**src/rtl/sload_pkg.sv**
```systemverilog
package sload_pkg;

  typedef enum logic [2:0] {
    ST_IDLE,
    ST_SETUP,
    ST_CLK_HI,
    ST_CLK_LO,
    ST_GAP,
    ST_STB,
    ST_SETTLE,
    ST_DONE
  } sload_state_e;

  // round a time in ns up to whole system cycles
  function automatic int ns_to_cyc(input int t_ns, input int per_ns);
    return (t_ns + per_ns - 1) / per_ns;
  endfunction

  // a phase always lasts at least one cycle
  function automatic int at_least_one(input int n);
    return (n < 1) ? 1 : n;
  endfunction

  function automatic int max2(input int a, input int b);
    return (a > b) ? a : b;
  endfunction

endpackage

```
**src/rtl/sload_timer.sv**
```systemverilog
module sload_timer #(
  parameter int CNT_W = 6
) (
  input  logic             clk,
  input  logic             rst_n,
  input  logic             load,
  input  logic [CNT_W-1:0] load_val,
  output logic             phase_end
);
  logic [CNT_W-1:0] count;

  // a phase loaded with n lasts exactly n cycles
  always_ff @(posedge clk or negedge rst_n) begin
    if (!rst_n)              count <= '0;
    else if (load)           count <= load_val - CNT_W'(1);
    else if (count != '0)    count <= count - CNT_W'(1);
  end

  assign phase_end = (count == '0);
endmodule

```
**src/rtl/sload_shifter.sv**
```systemverilog
module sload_shifter #(
  parameter int FRAME_W = 32
) (
  input  logic               clk,
  input  logic               rst_n,
  input  logic               load,
  input  logic [FRAME_W-1:0] frame,
  input  logic               shift,
  output logic               sout
);
  logic [FRAME_W-1:0] sr;

  always_ff @(posedge clk or negedge rst_n) begin
    if (!rst_n)     sr <= '0;
    else if (load)  sr <= frame;
    else if (shift) sr <= {sr[FRAME_W-2:0], 1'b0};
  end

  assign sout = sr[FRAME_W-1];
endmodule

```
**src/rtl/sload_fsm.sv**
```systemverilog
module sload_fsm
  import sload_pkg::*;
#(
  parameter int FRAME_W  = 32,
  parameter int CNT_W    = 6,
  parameter int N_SETUP  = 8,
  parameter int N_HI     = 15,
  parameter int N_LO     = 7,
  parameter int N_GAP    = 8,
  parameter int N_STB    = 10,
  parameter int N_SETTLE = 40,
  localparam int BIT_W   = $clog2(FRAME_W)
) (
  input  logic             clk,
  input  logic             rst_n,
  input  logic             start_valid,
  input  logic             phase_end,
  output sload_state_e     state,
  output logic             frame_take,
  output logic             bit_shift,
  output logic             timer_load,
  output logic [CNT_W-1:0] timer_val
);
  sload_state_e     state_nxt;
  logic [BIT_W-1:0] bit_idx;
  logic             last_bit;

  assign last_bit = (bit_idx == BIT_W'(FRAME_W - 1));

  always_comb begin
    state_nxt  = state;
    timer_load = 1'b0;
    timer_val  = '0;
    frame_take = 1'b0;
    bit_shift  = 1'b0;
    case (state)
      ST_IDLE: if (start_valid) begin
        state_nxt  = ST_SETUP;
        timer_load = 1'b1;
        timer_val  = CNT_W'(N_SETUP);
        frame_take = 1'b1;
      end
      ST_SETUP: if (phase_end) begin
        state_nxt  = ST_CLK_HI;
        timer_load = 1'b1;
        timer_val  = CNT_W'(N_HI);
      end
      ST_CLK_HI: if (phase_end) begin
        state_nxt  = ST_CLK_LO;
        timer_load = 1'b1;
        timer_val  = CNT_W'(N_LO);
      end
      ST_CLK_LO: if (phase_end) begin
        timer_load = 1'b1;
        if (last_bit) begin
          state_nxt = ST_GAP;
          timer_val = CNT_W'(N_GAP);
        end else begin
          state_nxt = ST_SETUP;
          timer_val = CNT_W'(N_SETUP);
          bit_shift = 1'b1;
        end
      end
      ST_GAP: if (phase_end) begin
        state_nxt  = ST_STB;
        timer_load = 1'b1;
        timer_val  = CNT_W'(N_STB);
      end
      ST_STB: if (phase_end) begin
        state_nxt  = ST_SETTLE;
        timer_load = 1'b1;
        timer_val  = CNT_W'(N_SETTLE);
      end
      ST_SETTLE: if (phase_end) state_nxt = ST_DONE;
      default:   state_nxt = ST_IDLE;
    endcase
  end

  always_ff @(posedge clk or negedge rst_n) begin
    if (!rst_n) begin
      state   <= ST_IDLE;
      bit_idx <= '0;
    end else begin
      state <= state_nxt;
      if (frame_take)     bit_idx <= '0;
      else if (bit_shift) bit_idx <= bit_idx + BIT_W'(1);
    end
  end
endmodule

```
**src/rtl/serial_load_ctrl.sv**
```systemverilog
module serial_load_ctrl
  import sload_pkg::*;
#(
  parameter int FRAME_W    = 32,
  parameter int SYS_CLK_NS = 10,
  parameter int SETUP_NS   = 75,
  parameter int HOLD_NS    = 75,
  parameter int CLK_W_NS   = 150,
  parameter int GAP_NS     = 300,
  parameter int STB_NS     = 100,
  parameter int SETTLE_NS  = 500
) (
  input  logic               clk,
  input  logic               rst_n,
  input  logic               start_valid,
  output logic               start_ready,
  input  logic [FRAME_W-1:0] frame_in,
  input  logic               blank_mode,
  output logic               drv_data,
  output logic               drv_clk,
  output logic               drv_strobe,
  output logic               drv_blank,
  output logic               done
);
  localparam int C_SETUP  = ns_to_cyc(SETUP_NS, SYS_CLK_NS);
  localparam int C_HOLD   = ns_to_cyc(HOLD_NS, SYS_CLK_NS);
  localparam int C_CLKW   = ns_to_cyc(CLK_W_NS, SYS_CLK_NS);
  localparam int C_GAP    = ns_to_cyc(GAP_NS, SYS_CLK_NS);
  localparam int C_STB    = ns_to_cyc(STB_NS, SYS_CLK_NS);
  localparam int C_SETTLE = ns_to_cyc(SETTLE_NS, SYS_CLK_NS);

  // the low width is shared by the low phase and the next setup phase;
  // the gap and the settle time are credited with what precedes them
  localparam int N_SETUP  = at_least_one(C_SETUP);
  localparam int N_HI     = at_least_one(max2(C_CLKW, C_HOLD));
  localparam int N_LO     = at_least_one(C_CLKW - N_SETUP);
  localparam int N_GAP    = at_least_one(C_GAP - N_HI - N_LO);
  localparam int N_STB    = at_least_one(C_STB);
  localparam int N_SETTLE = at_least_one(C_SETTLE - N_STB);
  localparam int N_MAX    = max2(max2(max2(N_SETUP, N_HI), max2(N_LO, N_GAP)),
                                 max2(N_STB, N_SETTLE));
  localparam int CNT_W    = $clog2(N_MAX + 1);

  sload_state_e     state;
  logic             frame_take;
  logic             bit_shift;
  logic             phase_end;
  logic             timer_load;
  logic [CNT_W-1:0] timer_val;

  sload_fsm #(
    .FRAME_W(FRAME_W), .CNT_W(CNT_W), .N_SETUP(N_SETUP), .N_HI(N_HI),
    .N_LO(N_LO), .N_GAP(N_GAP), .N_STB(N_STB), .N_SETTLE(N_SETTLE)
  ) i_fsm (
    .clk(clk), .rst_n(rst_n), .start_valid(start_valid), .phase_end(phase_end),
    .state(state), .frame_take(frame_take), .bit_shift(bit_shift),
    .timer_load(timer_load), .timer_val(timer_val)
  );

  sload_timer #(.CNT_W(CNT_W)) i_timer (
    .clk(clk), .rst_n(rst_n), .load(timer_load), .load_val(timer_val),
    .phase_end(phase_end)
  );

  sload_shifter #(.FRAME_W(FRAME_W)) i_shifter (
    .clk(clk), .rst_n(rst_n), .load(frame_take), .frame(frame_in),
    .shift(bit_shift), .sout(drv_data)
  );

  // all outputs decode the registered state
  assign start_ready = (state == ST_IDLE);
  assign drv_clk     = (state == ST_CLK_HI);
  assign drv_strobe  = (state == ST_STB);
  assign done        = (state == ST_DONE);
  assign drv_blank   = blank_mode && (state == ST_SETUP || state == ST_CLK_HI ||
                                      state == ST_CLK_LO || state == ST_GAP);
endmodule

```
**config.mk**
```make
export PLATFORM = sky130hd
export DESIGN_NAME = serial_load_ctrl
export DESIGN_NICKNAME = d
export VERILOG_FILES = /design/src/rtl/sload_pkg.sv /design/src/rtl/sload_timer.sv /design/src/rtl/sload_shifter.sv /design/src/rtl/sload_fsm.sv /design/src/rtl/serial_load_ctrl.sv
export SDC_FILE = /design/constraint.sdc
export NUM_CORES = 1
export LEC_CHECK = 0
export ABC_AREA = 0
export BUFFER_PORTS_ARGS = -buffer_cell sky130_fd_sc_hd__clkbuf_2
export CAP_MARGIN = 20
export CORE_ASPECT_RATIO = 1.4
export CORE_UTILIZATION = 55
export DETAILED_ROUTE_END_ITERATION = 10
export PLACE_DENSITY = 0.82
export SLEW_MARGIN = 25
export SYNTH_ARGS = -nofsm -noshare
export SYNTH_HDL_FRONTEND = slang
export SYNTH_SLANG_ARGS = --single-unit
```
**constraint.sdc**
```tcl
create_clock -name clk -period 3.1 [get_ports clk]
set_input_delay 0.775 -clock clk [delete_from_list [all_inputs] [get_ports clk]]
set_output_delay 0.775 -clock clk [all_outputs]
set_load 0.05 [all_outputs]
```
==> summary.txt, run 1 <==
Route
  – First-iteration detailed-routing DRC count: roughly 80
  – WL/cell: about 13 um
  – Via/cell ratio: 5.42
  – First-pass iteration count of the detailed router: 4
  – DR DRC count: 0
  – WL final: 4410 um
  – Antenna viol nets, final: 0
  – Vias: ~1900

Clock tree
  – TritonCTS Sinks: 46
  – Number of setup buffers added after CTS: 0
  – Resized cells post-CTS: 0
  – Clock Tree Buf Depth: 2
  – CTS tree: yes
  – CTS clk-pin slew, worst paths: roughly 0.08 ns
  – Cts hold-fix bufs: 0
  – TritonCTS Buffers: 5
  – Clk Latency, worst-skew pair: 0.29 ns
  – CTS root buffer: clkbuf_8
  – Number of H-tree levels: 2

GRT
  – First-pass GRT wire length: 7520 um
  – Largest net degree at the start of global routing: slightly below 70
  – Vias in the first global route: around 1800
  – Initial antenna violation count: 0
  – GR Overflow Total: 0
  – GRT Overall Usage: 0.207

Synth
  – Syn Inst Count: around 250
  – Yosys warning total: 0
  – Syn Area/Cell: about 9.9 um2
  – Netlist Area Pre-Place: between 2000 and 2500 um2
  – Top cell type's share of synthesized area: 0.468
  – Async set or reset register ratio after synthesis: 1.00
  – Sequential area share after synthesis: 0.468
  – Post-synthesis net count: about 290
  – Distinct cell type count after synthesis: 46
  – #FFs+latches synth: 46
  – Synth area leaders: dfrtp_1 (47%), mux2i_1 (13%), nand2_1 (7.8%), o21ai_1 (6.7%), clkbuf_1 (1.7%)
  – Post-synth EDFFs: 0
  – Dominant cell type by area after synthesis: dfrtp_1
  – Top FF cell, synth: dfrtp_1

STA
  – Clock skew: just over 0.007 ns
  – Worst setup margin: 0.593 ns
  – Crit path time final: 2.51 ns
  – Final Hold Viols: 0
  – Slew headroom: 0.577
  – Setup TNS: 0 ns
  – FMAX: 0.399 GHz
  – Pins Over Slew Limit: 0
  – WHS: approximately 0.53 ns
  – Worst slew pin tran: around 0.63 ns
  – Part of the cycle the worst path needs: 0.809
  – Final setup vio count: 0
  – RSZ-0062 raised after global routing: no

Worst hold path
  – Cell count of the worst hold path: 2
  – Worst hold endpoint: i_shifter.sr[0]
  – Worst Hold Class: flip-flop to flip-flop
  – Worst Min Path Start: i_shifter.sr[0]

Power and ir drop
  – Worst vdd ir: roughly 0.63 mV
  – Clock network fraction of total power: 0.182
  – Comb power frac: 0.354
  – Internal power: 0.00149 W
  – Power Dens Cells: 856 nW/um2
  – Leak: 1.16 nW
  – Seq pwr share: 0.464
  – Sw Share: 0.372
  – Sw power: a little under 0.0009 W

Floorplanning
  – Die area: 4740 um2
  – Initial Utilization: 0.580
  – Core area: around 4200 um2
  – IO Count: 42
  – Rows: 28
  – Die Wd: between 50 and 60 um
  – Die Ht: between 80 and 90 um

Setup path
  – Crit path cell chain: or2_1 > nor2_1 > and3b_1 > clkbuf_2
  – Crit Path Max Fanout: 16
  – Family with the most delay on the worst path: simple AND/OR/NAND/NOR gates
  – CP max stage delay: ~0.56 ns
  – RR Endpoint: i_fsm.bit_idx[3]
  – Data required, critical path: between 2 and 2.5 ns
  – Crit path depth: 4
  – R2R depth: 9
  – Worst R2R Setup Slack: about 0.77 ns
  – Worst r2r src: i_fsm.bit_idx[0]
  – Crit path kind: flip-flop to output port
  – Buffers & Inverters on Critical Path: 1
  – Setup crit end kind: output port
  – Crit path DAT: 1.73 ns
  – CP startpoint kind: flip-flop
  – Crit-path slowest cell: dfrtp_1

Layout
  – Antenna cells: 0
  – Flip-flop and latch area: roughly 1200 um2
  – Filler cells: about 340
  – Commonest non-fill, non-tap cell in the layout: nand2_1
  – Synthesis-to-layout area growth: 12.9%
  – Multi-input logic area: between 1000 and 1500 um2
  – Commonest non-fill, non-tap cells in the layout: nand2_1 (51), dfrtp_1 (46), clkbuf_2 (41)
  – Share of cells above drive strength 1: 0.232
  – Nets: roughly 320
  – Final core utilization: 0.655

Outcome
  – Status: completed

Placed design
  – # port buffers: between 40 and 50
  – Global placer's final weighted congestion: 0.865
  – Setup WS pre-CTS: just under 0.8 ns
  – Detail Placement HPWL: 3050 um

Run
  – Max cap viols: 0
## Yosys cell counts (2+ instances only)
library cell	count
a21oi_1	6
or2_2	3
o21ai_1	33
nor2_1	11
mux2i_1	31
a211oi_1	2
o21ai_0	4
and3_1	3
nand2_1	51
clkbuf_1	11
ha_1	3
buf_12	2
a31oi_1	2
inv_1	4
nand4_1	2
xnor2_1	3
xor2_1	2
dfrtp_1	46
nor3_1	3
## power by group through the flow
stage | logic, W | clock network [W] | registers, W
floorplan | 0.000708 | 0 | 0.00105
global placement | 0.000811 | 0 | 0.00110
detailed placement | 0.000840 | 0 | 0.00111
CTS | 0.000848 | 0.000440 | 0.00110
global route | 0.000960 | 0.000468 | 0.00114
finish | 0.000841 | 0.000432 | 0.00110
## layout make-up
cell class | instances | area share
timing repair buffer | 44 | 0.0866
clock buffer | 5 | 0.0248
multi-input combinational | 183 | 0.427
inverter | 4 | 0.00541
clock inverter | 3 | 0.0144
sequential | 46 | 0.415
tap | 60 | 0.0271
## layer usage
metal / global-route usage / share of wire / vias up / wire length [um]
met2: 0.356 / 0.50 / 59 / 2210
met5: 0 / 0 / - / 0
met3: 0.0446 / 0.044 / 9 / 196
met1: 0.247 / 0.44 / 870 / 1920
met4: 0.0905 / 0.019 / 0 / 84
li1: - / - / 932 / -
## kinds of logic (layout without fill, tap and decap cells)
family	count (synthesis)	count (layout)	synth area share
and+or+nand+nor	88	88	0.181
AOI/OAI and AO/OA	53	53	0.124
DFF	46	46	0.468
muxes	34	34	0.142
buffers and inverters	20	56	0.0519
xor gates and xnor gates	5	5	0.0178
adders and majority gates	3	3	0.0153
## stage by stage
step	std cells	total power [W]	cell area, um2
2_1_floorplan	249	0.00176	2460
3_3_place_gp	337	0.00191	2670
3_5_place_dp	337	0.00195	2670
4_1_cts	345	0.00239	2780
5_1_grt	345	0.00257	2780
6_report	345	0.00238	2780
## state kept, by name (all words and copies together), names as in the netlist
| register | count |
|---|---|
| i_shifter.sr | 32 |
| i_timer.count | 6 |
| i_fsm.bit_idx | 5 |
| i_fsm.state | 3 |
## worst min-delay path, delay by kind of cell (launching register included)
kind | cells | cell delay [ns]
flip-flops | 1 | 0.38
AO/OA/AOI/OAI | 1 | 0.05
AND/OR/NAND/NOR | 1 | 0.07
## how the worst max path moves through the flow
stage / from / endpoint / slack (ns)
after floorplan: i_fsm.state[1] / drv_clk / 0.41
after global placement: i_timer.count[1] / i_timer.count[3] / 0.83
after detailed placement: i_timer.count[1] / i_timer.count[3] / 0.78
after CTS: i_fsm.state[0] / drv_blank / 0.59
after global routing: i_fsm.state[0] / drv_blank / 0.45
final: i_fsm.state[1] / drv_blank / 0.59
Power figures use the tool's default switching activity.
==> run 2, diff against run 1 <==
Settings changed: CORE_UTILIZATION 55 to 50, PLACE_DENSITY 0.82 to 0.79.
Clock period 3.1 ns to 2 ns, I/O delays scaled along.
==> summary.txt, run 2 (synthesis results as in run 1) <==
Setup path
  – Worst setup startpoint: i_timer.count[3]
  – Data required, critical path: around 2.2 ns
  – Crit path kind: flip-flop to flip-flop
  – Worst r2r src: i_timer.count[3]
  – R2R depth: 7
  – CP startpoint kind: flip-flop
  – Crit path DAT: 2.36 ns
  – RR Endpoint: i_shifter.sr[27]
  – Worst R2R Setup Slack: -0.19 ns
  – Critical Path Sink: i_shifter.sr[27]
  – Crit Path Max Fanout: 8
  – Setup crit end kind: flip-flop

Layout
  – Biggest regs: i_shifter.sr x32, i_timer.count x6, i_fsm.bit_idx x5
  – Antenna cells: 0
  – Nets: around 360
  – Synthesis-to-layout area growth: 34.2%
  – Commonest non-fill, non-tap cells in the layout: nand2_1 (47), dfrtp_1 (45), clkbuf_2 (39)
  – Reg with most FFs: i_shifter.sr
  – Final Cell Area: between 3000 and 4000 um2
  – Share of cells above drive strength 1: 0.392
  – Largest register FFs: 32
  – Commonest non-fill, non-tap cell in the layout: nand2_1

Clock tree
  – TritonCTS Sinks: 46
  – Number of H-tree levels: 2
  – Cts hold-fix bufs: 0
  – CTS root buffer: clkbuf_8
  – Clk Latency, worst-skew pair: approximately 0.30 ns
  – CTS tree: yes
  – Clock Tree Buf Depth: 2
  – CTS clk-pin slew, worst paths: about 0.09 ns
  – TritonCTS Buffers: 5

GRT
  – Vias in the first global route: about 2100
  – First-pass GRT wire length: between 9000 and 10000 um
  – GR Overflow Total: 0
  – Initial antenna violation count: 0
  – GRT Overall Usage: 0.242
  – Largest net degree at the start of global routing: about 70

STA
  – Worst setup margin: -0.193 ns
  – Final setup vio count: 30
  – Final Hold Viols: 0
  – FMAX: between 0.4 and 0.5 GHz
  – Crit path time final: approximately 2.2 ns
  – RSZ-0062 raised after global routing: yes
  – Worst slew pin tran: between 0.6 and 0.7 ns
  – Part of the cycle the worst path needs: 1.10
  – Slew headroom: 0.594
  – Clock skew: ~0.0080 ns
  – Setup TNS: -3.73 ns
  – Pins Over Slew Limit: 0
  – WHS: between 0.1 and 0.15 ns

Placed design
  – # port buffers: approximately 40
  – Global placer's final weighted congestion: approximately 0.87
  – DP Area: 2940 um2
  – Setup WS pre-CTS: -0.172 ns
  – Detail Placement HPWL: around 3600 um

Floorplanning
  – Die Wd: slightly above 60 um
  – Initial Utilization: 0.533
  – Core area: approximately 4600 um2
  – Die area: about 5200 um2
  – Rows: 29
  – Die Ht: about 85 um
  – IO Count: 42

Power and ir drop
  – Worst vdd ir: between 0.7 and 0.8 mV
  – Power Dens Cells: 1320 nW/um2
  – Leak: ~1.4 nW
  – Total power draw: between 0.004 and 0.005 W

Route
  – Via/cell ratio: between 5 and 6
  – Antenna viol nets, final: 0
  – WL/cell: 14.3 um
  – Vias: 2043
  – First-iteration detailed-routing DRC count: just under 80
  – First-pass iteration count of the detailed router: 4
  – WL final: ~5500 um
  – DR DRC count: 0

Outcome
  – Status: complete, but fails checks
  – Failing checks: setup timing

Run
  – Max cap viols: 0

Worst hold path
  – Worst Hold Class: input pin to asynchronous set/reset pin
==> run 2: changes by cell type in the layout (fill, tap and decap cells not counted), sizes merged <==
cell	before	now
clkinvlp	0	1
buf	3	43
clkinv	2	0
==> run 2: how the worst min path moves through the flow <==
stage | end | slack (ns) | cells past startpoint
after floorplan | i_fsm.bit_idx[0] | 0.20 | 0
after global placement | i_shifter.sr[11] | 0.47 | 1
after detailed placement | i_shifter.sr[10] | 0.48 | 1
after CTS | i_shifter.sr[11] | 0.16 | 1
after global routing | i_shifter.sr[1] | 0.18 | 1
final | i_shifter.sr[1] | 0.15 | 1
==> run 2: stage by stage <==
step,util,cells
floorplan,-,249
global placement,0.637,369
detailed placement,0.637,369
CTS,0.704,387
global route,0.715,386
finish,0.715,386
==> run 2: worst max-delay path, cell delays in order (launching register included) <==
cell and delay (ns):
dfrtp_1 0.38, or4_4 0.60, nor4b_4 0.36, buf_4 0.21
buf_12 0.12, buf_12 0.12, mux2i_1 0.20, o21ai_1 0.07
==> run 2: final cells by class <==
class,count,area [um2]
Clock inverter,2,37.5
Clock buffer,6,72.6
Timing Repair Buffer,83,613
Inverter,4,15.0
Multi-Input combinational cell,183,1330
Fill cell,341,1310
Tap cell,62,77.6
Sequential cell,46,1150
==> run 2: timing repair <==
| action | in CTS | in global routing |
|---|---|---|
| buffers inserted | 8 | 2 |
| resized for setup | 20 | 23 |
| pin swaps | 6 | 4 |
| endpoints found under the setup margin | 38 | 44 |
| cloned | 3 | 0 |
==> run 2: routing by layer <==
layer,global-route usage,vias to the layer above,wire length (um),share of wire
li1,-,1014,-,-
met1,0.276,968,2180,0.39
met2,0.430,47,3030,0.55
met3,0.0366,14,157,0.028
met4,0.105,0,163,0.030
met5,0,-,0,0
==> run 2: power breakdown <==
group	internal (W)	leakage [nW]	switching, W
clock	0.000373	0.0514	0.000314
sequential	0.00137	0.565	0.000267
combinational	0.000980	0.796	0.00105
